$ cat config.mk
export PLATFORM = sky130hd
export DESIGN_NAME = dma_irq_aggregator
export DESIGN_NICKNAME = d
export VERILOG_FILES = /design/src/rtl/dmairq_pkg.sv /design/src/rtl/irq_chan_slice.sv /design/src/rtl/irq_low_enc.sv /design/src/rtl/dma_irq_aggregator.sv
export SDC_FILE = /design/constraint.sdc
export NUM_CORES = 1
export LEC_CHECK = 0
export BUFFER_PORTS_ARGS = -buffer_cell sky130_fd_sc_hd__buf_2
export CAP_MARGIN = 10
export CELL_PAD_IN_SITES_DETAIL_PLACEMENT = 1
export CELL_PAD_IN_SITES_GLOBAL_PLACEMENT = 2
export CORE_ASPECT_RATIO = 1.75
export CORE_UTILIZATION = 32
export CTS_CLUSTER_SIZE = 14
export DETAILED_ROUTE_END_ITERATION = 8
export MAX_ROUTING_LAYER = met4
export PLACE_DENSITY = 0.79
export SLEW_MARGIN = 15
export SYNTH_ARGS = -nofsm -noshare
export SYNTH_HDL_FRONTEND = slang
export SYNTH_SLANG_ARGS = --single-unit
$ cat constraint.sdc
create_clock -name clk -period 2.64 [get_ports clk]
set_input_delay 0.528 -clock clk [delete_from_list [all_inputs] [get_ports clk]]
set_output_delay 0.528 -clock clk [all_outputs]
set_load 0.01 [all_outputs]
$ cat src/rtl/dmairq_pkg.sv
package dmairq_pkg;
   localparam int unsigned SRC_CNT   = 3;
   localparam int unsigned SRC_DONE  = 0;
   localparam int unsigned SRC_FAULT = 1;
   localparam int unsigned SRC_HALT  = 2;
   typedef logic [SRC_CNT-1:0] src_vec_t;
endpackage

$ cat src/rtl/irq_chan_slice.sv
module irq_chan_slice
   import dmairq_pkg::*;
(
   input  logic     clk,
   input  logic     rst_n,
   input  logic     ch_rst,
   input  src_vec_t evt,
   input  logic     set_we,
   input  logic     clr_we,
   input  logic     fclr_we,
   input  src_vec_t wbits,
   output src_vec_t flags_q,
   output src_vec_t en_q,
   output logic     req
);
   src_vec_t flag_nxt, en_nxt, fclr_mask, set_mask, clr_mask;

   always_comb begin
      fclr_mask = fclr_we ? wbits : '0;
      set_mask  = set_we  ? wbits : '0;
      clr_mask  = clr_we  ? wbits : '0;
      // an event beats a clear of the same bit
      flag_nxt  = (flags_q & ~fclr_mask) | evt;
      // a clear beats a set of the same bit
      en_nxt    = (en_q | set_mask) & ~clr_mask;
   end

   always_ff @(posedge clk or negedge rst_n) begin
      if (!rst_n) begin
         flags_q <= '0;
         en_q    <= '0;
      end else if (ch_rst) begin
         flags_q <= '0;
         en_q    <= '0;
      end else begin
         flags_q <= flag_nxt;
         en_q    <= en_nxt;
      end
   end

   assign req = |(flags_q & en_q);


   evt_latch_chk: assert property (@(posedge clk) disable iff (!rst_n)
      (|evt && !ch_rst) |=> ((flags_q & $past(evt)) == $past(evt)));

   flag_hold_chk: assert property (@(posedge clk) disable iff (!rst_n)
      (!ch_rst && !fclr_we) |=> ((flags_q & $past(flags_q)) == $past(flags_q)));

   en_set_chk: assert property (@(posedge clk) disable iff (!rst_n)
      (set_we && !clr_we && !ch_rst) |=> ((en_q & $past(wbits)) == $past(wbits)));

   en_clr_chk: assert property (@(posedge clk) disable iff (!rst_n)
      (clr_we && !ch_rst) |=> ((en_q & $past(wbits)) == '0));

   ch_rst_chk: assert property (@(posedge clk) disable iff (!rst_n)
      ch_rst |=> (flags_q == '0 && en_q == '0));
endmodule

$ cat src/rtl/irq_low_enc.sv
module irq_low_enc #(
   parameter int unsigned N = 8,
   localparam int unsigned W = $clog2(N)
) (
   input  logic         clk,
   input  logic         rst_n,
   input  logic [N-1:0] req_vec,
   output logic         hit,
   output logic [W-1:0] idx
);
   localparam logic [N-1:0] ONE = {{(N-1){1'b0}}, 1'b1};

   always_comb begin
      hit = 1'b0;
      idx = '0;
      // scan downward so the lowest request is written last
      for (int i = N - 1; i >= 0; i--) begin
         if (req_vec[i]) begin
            hit = 1'b1;
            idx = W'(i);
         end
      end
   end


   pick_lowest_chk: assert property (@(posedge clk) disable iff (!rst_n)
      hit |-> (req_vec[idx] && ((req_vec & ((ONE << idx) - ONE)) == '0)));

   none_pending_chk: assert property (@(posedge clk) disable iff (!rst_n)
      !hit |-> (req_vec == '0));
endmodule

$ cat src/rtl/dma_irq_aggregator.sv
module dma_irq_aggregator
   import dmairq_pkg::*;
#(
   parameter int unsigned NUM_CH   = 8,
   parameter int unsigned REG_PEND = 0
) (
   input  logic                      clk,
   input  logic                      rst_n,
   input  logic [NUM_CH-1:0]         ch_rst,
   input  logic [NUM_CH-1:0]         evt_done,
   input  logic [NUM_CH-1:0]         evt_fault,
   input  logic [NUM_CH-1:0]         evt_halt,
   input  logic [$clog2(NUM_CH)-1:0] acc_ch,
   input  logic [2:0]                wr_bits,
   input  logic                      we_en_set,
   input  logic                      we_en_clr,
   input  logic                      we_flag_clr,
   output logic [2:0]                rd_flags,
   output logic [2:0]                rd_enables,
   input  logic                      glob_ie,
   output logic                      irq_out,
   output logic [NUM_CH-1:0]         chan_pend,
   output logic                      pend_valid,
   output logic [$clog2(NUM_CH)-1:0] pend_ch,
   output logic [2:0]                pend_flags
);
   localparam int unsigned CH_W = $clog2(NUM_CH);

   if (NUM_CH < 2 || NUM_CH > 1024) begin : g_bad_ch
      $error("NUM_CH must lie in 2..1024");
   end
   if (REG_PEND > 1) begin : g_bad_reg
      $error("REG_PEND must be 0 or 1");
   end

   src_vec_t flag_arr [NUM_CH];
   src_vec_t en_arr   [NUM_CH];

   for (genvar c = 0; c < NUM_CH; c++) begin : g_ch
      logic sel;
      assign sel = (acc_ch == CH_W'(c));
      irq_chan_slice u_slice (
         .clk     (clk),
         .rst_n   (rst_n),
         .ch_rst  (ch_rst[c]),
         .evt     ({evt_halt[c], evt_fault[c], evt_done[c]}),
         .set_we  (we_en_set & sel),
         .clr_we  (we_en_clr & sel),
         .fclr_we (we_flag_clr & sel),
         .wbits   (wr_bits),
         .flags_q (flag_arr[c]),
         .en_q    (en_arr[c]),
         .req     (chan_pend[c])
      );
   end

   always_comb begin
      rd_flags   = '0;
      rd_enables = '0;
      for (int c = 0; c < NUM_CH; c++) begin
         if (acc_ch == CH_W'(c)) begin
            rd_flags   = flag_arr[c];
            rd_enables = en_arr[c];
         end
      end
   end

   assign irq_out = glob_ie & (|chan_pend);

   logic            enc_hit;
   logic [CH_W-1:0] enc_idx;
   src_vec_t        enc_flags;

   irq_low_enc #(.N(NUM_CH)) u_enc (
      .clk     (clk),
      .rst_n   (rst_n),
      .req_vec (chan_pend),
      .hit     (enc_hit),
      .idx     (enc_idx)
   );

   always_comb begin
      enc_flags = '0;
      for (int c = 0; c < NUM_CH; c++) begin
         if (enc_hit && enc_idx == CH_W'(c)) enc_flags = flag_arr[c];
      end
   end

   if (REG_PEND == 1) begin : g_pend_reg
      always_ff @(posedge clk or negedge rst_n) begin
         if (!rst_n) begin
            pend_valid <= 1'b0;
            pend_ch    <= '0;
            pend_flags <= '0;
         end else begin
            pend_valid <= enc_hit;
            pend_ch    <= enc_idx;
            pend_flags <= enc_flags;
         end
      end
   end else begin : g_pend_comb
      assign pend_valid = enc_hit;
      assign pend_ch    = enc_idx;
      assign pend_flags = enc_flags;
   end


   irq_gate_chk: assert property (@(posedge clk) disable iff (!rst_n)
      !glob_ie |-> !irq_out);

   irq_source_chk: assert property (@(posedge clk) disable iff (!rst_n)
      irq_out |-> (chan_pend != '0));
endmodule

==> flow_summary.toml <==
[worst_hold_path]
hold_path.class = "input pin to asynchronous set/reset pin"

[synth]
synth-seq-cells = 48
yosysSeqAreaShare = 0.410
netlist_instances = 332
synth_most_common_cell = "a21oi_1"
synth_top_area_share = 0.410
synth_area_leaders = "dfrtp_1, a21oi_1, a211oi_1, nand3_1, nor2_1"
ys_async_sr_fraction = 1.00
synth_top_cell_by_area = "dfrtp_1"
synthFlopType = "dfrtp_1"
synth_nets = 376
ys_types = 46
synth_common_cells = "a21oi_1, dfrtp_1, nor2_1, a211oi_1, nand3_1"
ys.warnings.count = 0
synth.cell_area_sq_mm = 0.00293
avgSynthCellArea_sq_um = 8.82
synth_edf_count = 0

[timing]
holdWs_ps = 129
maxSlewHeadroom = 0.561
layout_setup_ws_ps = -12.5
skew_ps = 0
slew_violations = 0
achievable-frequency_ghz = 0.377
fin_crit_sh = 1.00
finalCriticalPeriod_ps = 2650
rsz0062_at_grt = "yes"
hold_viol_final = 0
setup_viol = 2
worst_slew_pin_slew_ps = 658

[floorplanning]
placementRows = 45
core_sq_mm = 0.00878
chipHeight_um = 129
die_w_um = 74.3
io_pins = 66
initial_core_util = 0.333
die_area_sq_mm = 0.00955

[global_routing]
antenna_found_initial = 0
grt_pass1_vias = 3208
track_usage = 0.265
grt_pass1_wl_um = 17900
grt_max_degree = 25
globalRouteOverflowTotal = 0

[clock_tree]
clkSlewWorstSetupHoldPaths_ps = 60
cts_buffer_depth = 2
cts_made_buffers = 5
cts_sinks = 48
root_buffer = "clkbuf_16"
insertion_delay_ps = 280
cts.htree.levels = 2
cts_hold_buf = 0
cts_tree = "yes"

[setup_path]
start_kind = "flip-flop"
crit_type = "flip-flop to primary output"
crit_slowest_cell = "dfrtp_1"
required_ps = 2110
slowest_delay_ps = 390
reg2reg_to = "g_ch[4].u_slice.en_q[1]"
worstReg2RegStart = "g_ch[4].u_slice.en_q[1]"
worstPathCellList = "a222oi_1 -> buf_4 -> inv_1 -> a211oi_2 -> o22ai_2 -> a2bb2oi_1 -> buf_2"
crit_start = "g_ch[2].u_slice.flags_q[1]"
rr_worst_depth = 4
critical_path_peak_fanout = 7
cp-end-kind = "primary output"
cp.arrival_ps = 2120
reg2reg_slack_ps = 1640

[detailed_routing]
drt_iter0_drc = 173
vias = 3141
drc = 0
wl_um = 11600
postRouteAntennaNets = 0
vias_per_cell = 5.63
routedWlPerCell_um = 20.8
dr.pass1.iters = 4

[layout]
num_antenna_cells = 0
drive_above_1_share = 0.390
design_area_sq_mm = 0.00402
syn_to_final_growth_pct = 37.2
nNetsFinal = 484

[power_and_ir_drop]
irDropWorstVdd_uv = 318
leakage_nw = 1.89
p_total_mw = 1.85
power_density_mw_per_mm2 = 460

[status]
outcome = "finished, violations left"
failed_checks = "setup timing"

[placement]
dpl_worst_slack_ps = 69.5
hpwl_um = 8610
numPortBuffers = 65
gp_congestion = 0.902
place_area_sq_mm = 0.00349

[flow_run]
drv_cap = 0
[registers in the layout, summed over array words and instances, names as in the netlist]
signal,count
g_ch.u_slice.flags_q,24
g_ch.u_slice.en_q,24
[worst max path at each step]
stage	to	slack, ps	cells past startpoint
6_report	pend_flags[0]	-10	7
5_1_grt	pend_flags[0]	-120	8
4_1_cts	pend_flags[2]	3	7
3_5_place_dp	pend_flags[2]	70	7
3_3_place_gp	pend_flags[0]	90	7
2_1_floorplan	pend_flags[2]	110	4
[logic make-up (layout without fill, tap and decap cells)]
group / count (synthesis) / in the layout / share of synthesized area
AND/OR/NAND/NOR: 105 / 105 / 0.180
buffers and inverters: 38 / 147 / 0.0624
multiplexers: 13 / 13 / 0.0603
flip-flops: 48 / 48 / 0.410
AO/OA/AOI/OAI: 128 / 128 / 0.287
[metrics by stage]
| step | util | setup TNS (ps) | cells |
|---|---|---|---|
| floorplan | - | 0 | 332 |
| global placement | 0.398 | 0 | 518 |
| detailed placement | 0.398 | 0 | 518 |
| CTS | 0.434 | 0 | 541 |
| global route | 0.457 | -312 | 558 |
| finish | 0.457 | -13.8 | 558 |
[cells in the final DEF (no fill, tap or decap), drive strengths merged, types with 3 or more instances in the layout]
master / n
inv: 10
nor2: 31
nand3: 25
buf: 129
mux2: 4
o21ai: 11
clkbuf: 8
a222oi: 8
a22oi: 9
a211oi: 26
mux2i: 6
nor2b: 8
and2: 11
nand2: 19
a31oi: 4
nor3: 4
a22o: 3
a21oi: 53
mux4: 3
dfrtp: 48
[layout make-up]
type                    instances  area, sq um
flip-flops and latches         48         1210
multi-input cells             246         1650
clock buffers                   8          146
well taps                     117          146
fillers                      1074         4770
inverters                      10         37.5
repair buffers                129          831
[per-layer routing]
metal,wire (um),up-vias,track usage
met5,0,-,-
met1,4610,1582,0.308
met3,368,23,0.0298
met2,6230,75,0.461
li1,-,1461,-
met4,396,0,0.0954
[critical path, delay by kind of cell, from the launching register on]
family	cells	cell delay [ps]
flops	1	390
compound gates	4	940
buf+inv	3	510
[what timing repair did]
action | in CTS | in global routing
endpoints found under the setup margin | 5 | 4
setup buffers | 16 | 17
pin swaps | 8 | 14
gates resized for setup | 12 | 21
[report_power, final]
| part | switching [mW] | internal (mW) |
|---|---|---|
| sequential | 0.0314 | 0.769 |
| clock | 0.261 | 0.378 |
| combinational | 0.230 | 0.178 |
| total | 0.522 | 1.33 |
Power figures use the tool's default switching activity.
